==> src/rtl/trunc_frac_mul.sv <==
module trunc_frac_mul #(
  parameter int N = 16,
  parameter int K = 3
) (
  input  logic [N-1:0] a,
  input  logic [N-1:0] b,
  output logic [N-1:0] p
);

  localparam int W = N + K;
  localparam logic [W-1:0] CORR = W'((2 ** (K - 1)) - 1);

  logic [W-1:0] row [N];
  logic [W-1:0] acc;
  logic [K-1:0] unused_low;

  // row j holds a*b_j at scale 2^(N+K); columns past N+K+1 never formed
  for (genvar j = 1; j <= N; j++) begin : g_row
    logic [N-1:0] pp;
    assign pp = a & {N{b[N-j]}};
    if (j <= K) begin : g_full
      assign row[j-1] = W'(pp) << (K - j);
    end else begin : g_cut
      // column N+K+1 bit is folded into column N+K
      assign row[j-1] = (W'(pp) >> (j - K)) + W'(pp[j-K-1]);
    end
  end

  always_comb begin
    acc = CORR;
    for (int r = 0; r < N; r++) acc = acc + row[r];
  end

  assign {p, unused_low} = acc;

endmodule

==> config.mk <==
export PLATFORM = sky130hd
export DESIGN_NAME = trunc_frac_mul
export DESIGN_NICKNAME = d
export VERILOG_FILES = /design/src/rtl/trunc_frac_mul.sv
export SDC_FILE = /design/constraint.sdc
export NUM_CORES = 1
export LEC_CHECK = 0
export ABC_AREA = 1
export BUFFER_PORTS_ARGS = -buffer_cell sky130_fd_sc_hd__buf_4
export CAP_MARGIN = 25
export CORE_MARGIN = 5
export CORE_UTILIZATION = 30
export DETAILED_ROUTE_END_ITERATION = 12
export SYNTH_ARGS = -nofsm -noshare
export SYNTH_HDL_FRONTEND = slang
export SYNTH_SLANG_ARGS = --single-unit
==> constraint.sdc <==
create_clock -name vclk -period 6.5
set_input_delay 0.325 -clock vclk [all_inputs]
set_output_delay 0.325 -clock vclk [all_outputs]
set_load 0.01 [all_outputs]
==> impl_metrics.prom, run 1 <==
# TYPE chip_impl_metric gauge
chip_impl_info{name="run_status",value="finished clean"} 1
chip_impl_metric{name="worst_ep_required_time",unit="ns"} 6.17
chip_impl_metric{name="post_synth_instance_area",unit="sq um"} 6616
chip_impl_metric{name="drt-pass1-iter-count",unit=""} 5
chip_impl_metric{name="drtAntennaViolNets",unit=""} 0
chip_impl_metric{name="wire_per_inst",unit="um"} 13.69
chip_impl_info{name="yosysTopAreaCell",value="sky130_fd_sc_hd__fa_1"} 1
chip_impl_metric{name="hpwlAfterDp",unit="um"} 14120
chip_impl_info{name="crit_path_end_kind",value="output pin"} 1
chip_impl_metric{name="flops_and_latches",unit=""} 0
chip_impl_metric{name="timing.slew.headroom",unit="%"} 72.28
chip_impl_metric{name="global_route_wire_length_before_repair",unit="um"} 27250
chip_impl_metric{name="track_usage",unit="%"} 13.25
chip_impl_metric{name="synthToLayoutAreaGrowth",unit="%"} 10.95
chip_impl_metric{name="core",unit="sq um"} 21760
chip_impl_metric{name="vias",unit=""} 5298
chip_impl_metric{name="starting_density",unit="%"} 30.41
chip_impl_metric{name="portBuffers",unit=""} 48
chip_impl_info{name="worstHoldPathType",value="input port to output pin"} 1
chip_impl_metric{name="seq_area",unit="sq um"} 0
chip_impl_metric{name="finalSetupViolations",unit=""} 0
chip_impl_metric{name="postSynthCellCount",unit=""} 869
chip_impl_metric{name="gpl.final_weighted_congestion",unit=""} 0.8538
chip_impl_metric{name="synth.net_count",unit=""} 1114
chip_impl_info{name="critPathLaunchType",value="input port"} 1
chip_impl_metric{name="num_io_pins",unit=""} 48
chip_impl_metric{name="hold-worst-slack",unit="ns"} 1.436
chip_impl_metric{name="syn_area_per_cell",unit="sq um"} 7.614
chip_impl_metric{name="achievable_frequency",unit="GHz"} 0.1617
chip_impl_metric{name="largest_net_degree_at_the_start_of_global_routing",unit=""} 21
chip_impl_metric{name="crit_fanout",unit=""} 11
chip_impl_metric{name="detail_route.iter0.violations",unit=""} 229
chip_impl_metric{name="floorplan_die_width",unit="um"} 158.5
chip_impl_metric{name="antenna_fix_cells",unit=""} 0
chip_impl_metric{name="dieArea",unit="sq um"} 25120
chip_impl_info{name="synthTopCellsByArea",value="sky130_fd_sc_hd__fa_1 43%, sky130_fd_sc_hd__nand2_1 14%, sky130_fd_sc_hd__ha_1 14%"} 1
chip_impl_metric{name="final_layout_size_suffix_gt1_share",unit="%"} 10.34
chip_impl_metric{name="post-route-min-period",unit="ns"} 6.185
chip_impl_metric{name="ys_seq_area_share",unit="%"} 0
chip_impl_info{name="grt_setup_unrepaired",value="true"} 1
chip_impl_metric{name="timing.max_cap.violations",unit=""} 0
chip_impl_metric{name="remaining_drc_errors",unit=""} 0
chip_impl_metric{name="globalRoute.totalOverflow",unit=""} 0
chip_impl_metric{name="ys_types",unit=""} 31
chip_impl_metric{name="synth-warning-count",unit=""} 0
chip_impl_metric{name="grt_pass1_vias",unit=""} 5390
chip_impl_metric{name="die-height",unit="um"} 158.5
chip_impl_metric{name="worst_slew_pin_slew",unit="ns"} 0.4127
chip_impl_metric{name="min_period_over_period",unit="%"} 95.16
chip_impl_metric{name="hold_violations",unit=""} 0
chip_impl_metric{name="grt_antenna_before_repair",unit=""} 0
chip_impl_info{name="criticalPathCategory",value="input port to output pin"} 1
chip_impl_metric{name="number_of_rows_created_at_floorplan",unit=""} 54
chip_impl_metric{name="wire_length_reported_by_the_detailed_router",unit="um"} 16020
chip_impl_metric{name="finalNetCount",unit=""} 1137
chip_impl_metric{name="num-clock-buffers",unit=""} 0
chip_impl_metric{name="post-synth-top-area-fraction",unit="%"} 42.66
chip_impl_metric{name="route.detailed.vias_per_inst",unit=""} 4.528
chip_impl_metric{name="finalMaxSlewViolations",unit=""} 0
chip_impl_metric{name="cp_data_arrival_time",unit="ns"} 5.86
==> placed cells by master, fill, tap and decap left out, types with 6 or more instances in the layout <==
cell,count
sky130_fd_sc_hd__nand2_1,238
sky130_fd_sc_hd__inv_1,225
sky130_fd_sc_hd__fa_1,140
sky130_fd_sc_hd__ha_1,65
sky130_fd_sc_hd__buf_4,55
sky130_fd_sc_hd__nor2_1,30
sky130_fd_sc_hd__xor2_1,27
sky130_fd_sc_hd__a21oi_1,16
sky130_fd_sc_hd__nand3_1,15
sky130_fd_sc_hd__xnor2_1,13
sky130_fd_sc_hd__nand2_2,7
sky130_fd_sc_hd__nand4_1,7
sky130_fd_sc_hd__o21ai_0,7
sky130_fd_sc_hd__nor3_1,6
==> kinds of logic (layout without fill, tap and decap cells) <==
| group | after synthesis | count (layout) | synth area share, % |
|---|---|---|---|
| adder cells (fa/ha/maj) | 213 | 213 | 56.28 |
| AND/OR/NAND/NOR | 324 | 324 | 20.61 |
| XOR/XNOR | 41 | 41 | 5.427 |
| buffers and inverters | 260 | 281 | 15.24 |
| AO/OA/AOI/OAI | 31 | 31 | 2.440 |
==> worst max-delay path, cell delays in order <==
cell	delay, ns
sky130_fd_sc_hd__buf_4	0.15
sky130_fd_sc_hd__nand2_1	0.06
sky130_fd_sc_hd__inv_1	0.07
sky130_fd_sc_hd__ha_1	0.17
sky130_fd_sc_hd__ha_1	0.19
sky130_fd_sc_hd__nand4_1	0.17
sky130_fd_sc_hd__inv_1	0.14
sky130_fd_sc_hd__nand3_1	0.10
sky130_fd_sc_hd__xnor2_1	0.16
sky130_fd_sc_hd__inv_1	0.08
sky130_fd_sc_hd__fa_1	0.50
sky130_fd_sc_hd__inv_1	0.06
sky130_fd_sc_hd__fa_1	0.53
sky130_fd_sc_hd__inv_1	0.06
sky130_fd_sc_hd__fa_1	0.52
sky130_fd_sc_hd__fa_1	0.52
sky130_fd_sc_hd__fa_1	0.49
sky130_fd_sc_hd__ha_1	0.30
sky130_fd_sc_hd__ha_1	0.36
sky130_fd_sc_hd__nand2_1	0.13
sky130_fd_sc_hd__nor2_1	0.18
sky130_fd_sc_hd__nand3b_1	0.11
sky130_fd_sc_hd__nand3_1	0.12
sky130_fd_sc_hd__xor2_1	0.20
sky130_fd_sc_hd__buf_4	0.15
==> final timing paths <==
path	from	endpoint	slack, ns	cells after the start
max	b[6]	p[9]	0.31	25
min	a[5]	p[0]	1.44	7
==> synth_stat cells <==
cell type	n
sky130_fd_sc_hd__nand2_4	1
sky130_fd_sc_hd__nand3_1	15
sky130_fd_sc_hd__ha_1	72
sky130_fd_sc_hd__nor3_4	1
sky130_fd_sc_hd__nand2_1	243
sky130_fd_sc_hd__o21ai_0	9
sky130_fd_sc_hd__o21ai_2	1
sky130_fd_sc_hd__nor2_2	3
sky130_fd_sc_hd__a21o_1	1
sky130_fd_sc_hd__buf_2	8
sky130_fd_sc_hd__a21oi_1	20
sky130_fd_sc_hd__nand3_2	2
sky130_fd_sc_hd__nand3b_1	1
sky130_fd_sc_hd__xnor2_1	13
sky130_fd_sc_hd__nor2_1	31
sky130_fd_sc_hd__buf_1	2
sky130_fd_sc_hd__nor3b_1	1
sky130_fd_sc_hd__nand2_2	2
sky130_fd_sc_hd__nand4_1	7
sky130_fd_sc_hd__nor4_1	4
sky130_fd_sc_hd__buf_6	1
sky130_fd_sc_hd__nand3b_4	1
sky130_fd_sc_hd__nor3_1	8
sky130_fd_sc_hd__fa_1	141
sky130_fd_sc_hd__xor2_1	28
sky130_fd_sc_hd__buf_4	4
sky130_fd_sc_hd__nor3_2	2
sky130_fd_sc_hd__nand3b_2	1
sky130_fd_sc_hd__inv_1	225
sky130_fd_sc_hd__clkbuf_1	20
sky130_fd_sc_hd__and2_1	1
==> per-layer routing <==
metal | vias up | share of wire, % | track usage, %
met5 | - | 0 | 0
met2 | 101 | 52 | 23.31
li1 | 2561 | - | -
met1 | 2628 | 43 | 18.83
met3 | 8 | 4.3 | 0.7339
met4 | 0 | 0.81 | 1.097
==> metrics by stage <==
| step | utilization, % | instance area (sq um) | instances | setup TNS, ns | setup WS [ns] |
|---|---|---|---|---|---|
| after floorplan | - | 6616 | 869 | 0 | 0.4611 |
| after global placement | 33.17 | 7216 | 1169 | 0 | 0.09633 |
| after detailed placement | 33.17 | 7216 | 1169 | 0 | 0.1073 |
| after CTS | 33.17 | 7216 | 1169 | 0 | 0.07513 |
| after global routing | 33.74 | 7341 | 1170 | -0.02385 | -0.01674 |
| final | 33.74 | 7341 | 1170 | 0 | 0.3146 |
==> repair_timing <==
action / 4_1_cts / 5_1_grt
gates resized for setup: 0 / 27
hold buffers: 0 / 0
endpoints found under the hold margin: 0 / 0
setup buffers: 0 / 1
setup endpoints to repair: 0 / 11
==> cell type report <==
type	count	area (sq um)
fill	2327	14420
tap	280	350.3
timing repair buffer	56	424.2
multi-input combinational	609	5722
inverter	225	844.6
Power of run 1 is not shown: default switching activity piles up to over one toggle a cycle in this logic, so the estimate is an artifact.
==> inputs of run 2 (changes only) <==
Settings changed: CORE_UTILIZATION 30 to 28.
==> run 2 against run 1 <==
  * Wire length increased by 0.17%
  * Cell count grew 3.3%
  * Sequential cell count did not move
  * Worst hold slack got worse by 0.036 ns
  * Via count increased by 0.70%
==> impl_metrics.prom, run 2 (synthesized netlist as in run 1, its figures left out) <==
# TYPE chip_impl_metric gauge
chip_impl_metric{name="remaining_drc_errors",unit=""} 0
chip_impl_metric{name="stdcell_area",unit="sq um"} 7365
chip_impl_metric{name="detail_route.iter0.violations",unit=""} 256
chip_impl_metric{name="global_route_wire_length_before_repair",unit="um"} 27430
chip_impl_info{name="hold-path-endpoint",value="p[0]"} 1
chip_impl_metric{name="grt_antenna_before_repair",unit=""} 0
chip_impl_metric{name="placement.cell_area",unit="sq um"} 7272
chip_impl_metric{name="vias",unit=""} 5335
chip_impl_info{name="grt_setup_unrepaired",value="false"} 1
chip_impl_metric{name="starting_density",unit="%"} 28.27
chip_impl_metric{name="worst_slew_pin_slew",unit="ns"} 0.4124
chip_impl_info{name="crit_path_end_kind",value="output pin"} 1
chip_impl_metric{name="timing.slew.headroom",unit="%"} 72.29
chip_impl_metric{name="dieArea",unit="sq um"} 26800
chip_impl_metric{name="num_io_pins",unit=""} 48
chip_impl_metric{name="worst_ep_required_time",unit="ns"} 6.17
chip_impl_metric{name="portBuffers",unit=""} 48
chip_impl_info{name="path_common_cell",value="sky130_fd_sc_hd__nand2_1"} 1
chip_impl_metric{name="synthToLayoutAreaGrowth",unit="%"} 11.31
chip_impl_info{name="run_status",value="finished clean"} 1
chip_impl_metric{name="max_stage_delay",unit="ns"} 0.54
chip_impl_metric{name="seq_area",unit="sq um"} 0
chip_impl_info{name="critPathLaunchType",value="input port"} 1
chip_impl_metric{name="finalMaxSlewViolations",unit=""} 0
chip_impl_metric{name="flops_and_latches",unit=""} 0
chip_impl_metric{name="gpl.final_weighted_congestion",unit=""} 0.8288
chip_impl_metric{name="cp_data_arrival_time",unit="ns"} 5.88
chip_impl_metric{name="final_layout_size_suffix_gt1_share",unit="%"} 10.34
chip_impl_metric{name="timing.max_cap.violations",unit=""} 0
chip_impl_metric{name="post_cts.repair.setup_buffers",unit=""} 0
chip_impl_metric{name="antenna_fix_cells",unit=""} 0
chip_impl_metric{name="achievable_frequency",unit="GHz"} 0.1611
chip_impl_info{name="slowest_stage",value="sky130_fd_sc_hd__fa_1"} 1
chip_impl_metric{name="drtAntennaViolNets",unit=""} 0
chip_impl_metric{name="crit_fanout",unit=""} 12
chip_impl_info{name="worstHoldPathType",value="input port to output pin"} 1
chip_impl_metric{name="route.detailed.vias_per_inst",unit=""} 4.413
chip_impl_metric{name="min_period_over_period",unit="%"} 95.50
chip_impl_metric{name="number_of_cells_traversed_by_the_worst_hold_path",unit=""} 7
chip_impl_metric{name="timing.critical_path.buf_inv",unit=""} 7
chip_impl_metric{name="hold-worst-slack",unit="ns"} 1.400
chip_impl_metric{name="wire_per_inst",unit="um"} 13.27
chip_impl_metric{name="globalRoute.totalOverflow",unit=""} 0
chip_impl_metric{name="fin_util",unit="%"} 31.47
chip_impl_metric{name="cts_hold_buffers",unit=""} 0
chip_impl_metric{name="track_usage",unit="%"} 12.38
chip_impl_metric{name="post-route-min-period",unit="ns"} 6.208
chip_impl_metric{name="totalNegativeSetupSlack",unit="ns"} 0
chip_impl_metric{name="hold_violations",unit=""} 0
chip_impl_metric{name="hpwlAfterDp",unit="um"} 14270
chip_impl_info{name="criticalPathCategory",value="input port to output pin"} 1
chip_impl_info{name="final_cell_mix",value="239 x sky130_fd_sc_hd__nand2_1, 225 x sky130_fd_sc_hd__inv_1, 140 x sky130_fd_sc_hd__fa_1"} 1
chip_impl_info{name="critical-path-top-delay-family",value="adder cells"} 1
chip_impl_metric{name="num-clock-buffers",unit=""} 0
chip_impl_metric{name="floorplan_die_width",unit="um"} 163.7
chip_impl_metric{name="wire_length_reported_by_the_detailed_router",unit="um"} 16040
chip_impl_metric{name="largest_net_degree_at_the_start_of_global_routing",unit=""} 21
chip_impl_metric{name="finalSetupViolations",unit=""} 0
chip_impl_metric{name="grt_pass1_vias",unit=""} 5514
chip_impl_metric{name="drt-pass1-iter-count",unit=""} 4
chip_impl_metric{name="die-height",unit="um"} 163.7
chip_impl_metric{name="number_of_rows_created_at_floorplan",unit=""} 56
chip_impl_metric{name="finalNetCount",unit=""} 1137
chip_impl_metric{name="core",unit="sq um"} 23400
chip_impl_info{name="timing.hold.worst.start",value="a[5]"} 1
chip_impl_info{name="layout.cells.most_common",value="sky130_fd_sc_hd__nand2_1"} 1
==> run 2: cell types whose count changed in the layout (fill, tap and decap cells not counted), moves of 2 or more <==
cell,delta
sky130_fd_sc_hd__ha_1,+2
sky130_fd_sc_hd__ha_4,-3
sky130_fd_sc_hd__nand2_2,-2
sky130_fd_sc_hd__nor4_1,-2
sky130_fd_sc_hd__nor4_2,+2
==> run 2: area by class of cell <==
type,count,area [sq um]
fillers,2560,16040
repair buffers,56,420.4
well taps,319,399.1
multi-input cells,609,5700
inverters,225,844.6
==> run 2: routing by layer <==
metal	share of wire [%]	global-route usage (%)	up-vias	wire length [um]
li1	-	-	2554	-
met1	42	16.85	2674	6811
met2	52	22.49	90	8419
met3	3.3	0.3764	17	525
met4	1.8	1.754	0	286
met5	0	0	-	0
==> run 2: worst max-delay path by stage <==
stage,depth (start not counted),slack [ns],from,to
after floorplan,26,0.46,a[11],p[15]
after global placement,26,0.18,b[7],p[14]
final,29,0.29,b[7],p[13]
after detailed placement,29,0.19,b[7],p[13]
after CTS,29,0.16,b[7],p[13]
after global routing,29,0.002,b[7],p[13]
==> run 2: timing repair <==
item | 4_1_cts | 5_1_grt
setup endpoints to repair | 0 | 10
endpoints found under the hold margin | 0 | 0
resized for setup | 0 | 25
==> run 2: stage by stage <==
| stage | instances | setup WS, ns |
|---|---|---|
| CTS | 1209 | 0.1645 |
| global route | 1209 | 0.002440 |
| global placement | 1209 | 0.1786 |
| detailed placement | 1209 | 0.1918 |
| finish | 1209 | 0.2922 |
| floorplan | 869 | 0.4611 |
Power of run 2 is left out for the same reason.
==> inputs of run 3 (changes only) <==
Settings changed: CORE_UTILIZATION 28 to 50, GPL_ROUTABILITY_DRIVEN set to 0, PLACE_DENSITY set to 0.68.
==> run 3 against run 2 <==
  * Cell count fell by 12%
  * Critical path depth fell by 3
  * First-iteration DRC count fell by 12%
  * Sequential share of layout area did not move
  * Cell area fell by 2.6%
  * Utilization rose by 23 points
  * Clock-buffer cell count did not move
  * Worst hold slack got worse by 0.010 ns
  * Die area fell by 42%
  * Sequential cell count did not move
  * Largest cell class unchanged
  * Highest routed layer unchanged
==> impl_metrics.prom, run 3 (synthesized netlist as in run 1, its figures left out) <==
# TYPE chip_impl_metric gauge
chip_impl_metric{name="remaining_drc_errors",unit=""} 0
chip_impl_metric{name="portBuffers",unit=""} 48
chip_impl_metric{name="number_of_rows_created_at_floorplan",unit=""} 42
chip_impl_metric{name="timing.slew.headroom",unit="%"} 74.31
chip_impl_metric{name="detail_route.iter0.violations",unit=""} 225
chip_impl_metric{name="grt_util_met3",unit="%"} 0.6397
chip_impl_metric{name="timing.max_cap.violations",unit=""} 0
chip_impl_metric{name="grt_pass1_vias",unit=""} 5298
chip_impl_metric{name="cts_hold_buffers",unit=""} 0
chip_impl_metric{name="vias",unit=""} 5267
chip_impl_metric{name="grt_antenna_before_repair",unit=""} 0
chip_impl_metric{name="stdcell_area",unit="sq um"} 7173
chip_impl_info{name="run_status",value="finished clean"} 1
chip_impl_info{name="worstHoldPathType",value="input port to output pin"} 1
chip_impl_metric{name="hold_violations",unit=""} 0
chip_impl_metric{name="floorplan_die_width",unit="um"} 125.0
chip_impl_metric{name="flops_and_latches",unit=""} 0
chip_impl_metric{name="track_usage",unit="%"} 19.53
chip_impl_metric{name="antenna_fix_cells",unit=""} 0
chip_impl_metric{name="drtAntennaViolNets",unit=""} 0
chip_impl_metric{name="die-height",unit="um"} 125.0
chip_impl_metric{name="final_layout_size_suffix_gt1_share",unit="%"} 9.707
chip_impl_metric{name="dieArea",unit="sq um"} 15630
chip_impl_info{name="criticalPathCategory",value="input port to output pin"} 1
chip_impl_metric{name="largest_net_degree_at_the_start_of_global_routing",unit=""} 23
chip_impl_metric{name="hpwlAfterDp",unit="um"} 13150
chip_impl_metric{name="crit_fanout",unit=""} 12
chip_impl_info{name="critPathLaunchType",value="input port"} 1
chip_impl_metric{name="core",unit="sq um"} 13090
chip_impl_metric{name="wire_per_inst",unit="um"} 14.32
chip_impl_metric{name="worst_slew_pin_slew",unit="ns"} 0.3824
chip_impl_metric{name="cp_data_arrival_time",unit="ns"} 5.88
chip_impl_metric{name="final.fill_count",unit=""} 1275
chip_impl_metric{name="globalRoute.totalOverflow",unit=""} 0
chip_impl_metric{name="number_of_cells_traversed_by_the_worst_hold_path",unit=""} 7
chip_impl_metric{name="min_period_over_period",unit="%"} 95.50
chip_impl_metric{name="wire_length_reported_by_the_detailed_router",unit="um"} 15210
chip_impl_info{name="globalRoute.busiestLayer",value="met2"} 1
chip_impl_metric{name="synthToLayoutAreaGrowth",unit="%"} 8.415
chip_impl_metric{name="grt_util_met2",unit="%"} 35.84
chip_impl_metric{name="fin_util",unit="%"} 54.82
chip_impl_metric{name="seq_area",unit="sq um"} 0
chip_impl_metric{name="finalMaxSlewViolations",unit=""} 0
chip_impl_metric{name="drt-pass1-iter-count",unit=""} 4
chip_impl_metric{name="num-clock-buffers",unit=""} 0
chip_impl_metric{name="multi_input_comb_area",unit="sq um"} 5707
chip_impl_metric{name="finalNetCount",unit=""} 1133
chip_impl_metric{name="num_io_pins",unit=""} 48
chip_impl_metric{name="achievable_frequency",unit="GHz"} 0.1611
chip_impl_info{name="final_cell_mix",value="241 x sky130_fd_sc_hd__nand2_1, 225 x sky130_fd_sc_hd__inv_1, 139 x sky130_fd_sc_hd__fa_1"} 1
chip_impl_metric{name="route.detailed.vias_per_inst",unit=""} 4.960
chip_impl_metric{name="worst_ep_required_time",unit="ns"} 6.17
chip_impl_metric{name="global_route_wire_length_before_repair",unit="um"} 25610
chip_impl_metric{name="post-route-min-period",unit="ns"} 6.207
chip_impl_metric{name="met1_usage",unit="%"} 26.59
chip_impl_metric{name="placement.cell_area",unit="sq um"} 7063
chip_impl_info{name="crit_path_end_kind",value="output pin"} 1
chip_impl_info{name="layout.cells.most_common",value="sky130_fd_sc_hd__nand2_1"} 1
chip_impl_metric{name="finalSetupViolations",unit=""} 0
chip_impl_metric{name="starting_density",unit="%"} 50.56
-- run 3: cell count changes in the layout (fill, tap and decap cells not counted), sizes merged --
cell and change:
buf -4
-- run 3: area by class of cell --
class,instances,area share [%]
Inverter,225,11.77
Multi-Input combinational cell,609,79.56
Tap cell,176,3.070
Timing Repair Buffer,52,5.599
-- run 3: final timing paths --
kind	startpoint	slack, ns	to
worst max-delay path	b[7]	0.29	p[12]
worst min-delay path	a[5]	1.39	p[0]
-- run 3: worst max-delay path, cell delays in order --
cell	delay [ns]
sky130_fd_sc_hd__buf_4	0.17
sky130_fd_sc_hd__nand2_1	0.07
sky130_fd_sc_hd__inv_1	0.06
sky130_fd_sc_hd__ha_2	0.23
sky130_fd_sc_hd__ha_2	0.22
sky130_fd_sc_hd__nand4_1	0.14
sky130_fd_sc_hd__nand3b_4	0.20
sky130_fd_sc_hd__nor2_1	0.10
sky130_fd_sc_hd__nand2_1	0.09
sky130_fd_sc_hd__fa_1	0.54
sky130_fd_sc_hd__inv_1	0.06
sky130_fd_sc_hd__fa_1	0.54
sky130_fd_sc_hd__inv_1	0.07
sky130_fd_sc_hd__fa_1	0.51
sky130_fd_sc_hd__fa_1	0.55
sky130_fd_sc_hd__inv_1	0.05
sky130_fd_sc_hd__fa_1	0.47
sky130_fd_sc_hd__ha_1	0.32
sky130_fd_sc_hd__ha_2	0.37
sky130_fd_sc_hd__nand2_1	0.14
sky130_fd_sc_hd__nor4_1	0.28
sky130_fd_sc_hd__nand2_1	0.11
sky130_fd_sc_hd__nand2_1	0.06
sky130_fd_sc_hd__nand2_1	0.05
sky130_fd_sc_hd__nand2_1	0.06
sky130_fd_sc_hd__buf_4	0.12
-- run 3: routing by layer --
metal,vias to the layer above,part of all wire [%]
met1,2603,42
met5,-,0
met3,12,3.6
li1,2551,-
met2,101,53
met4,0,1.4
-- run 3: metrics by stage --
stage	std cells	setup slack (ns)	setup TNS, ns	hold WS (ns)
floorplan	869	0.4611	0	1.002
global placement	1062	0.2381	0	1.362
detailed placement	1062	0.1670	0	1.374
CTS	1062	0.1504	0	1.375
global route	1062	-0.006408	-0.006408	1.458
finish	1062	0.2927	0	1.390
-- run 3: what timing repair did --
action,4_1_cts,5_1_grt
endpoints found under the setup margin,0,12
gates resized for setup,0,26
setup buffers,0,0
Power of run 3 is left out for the same reason.
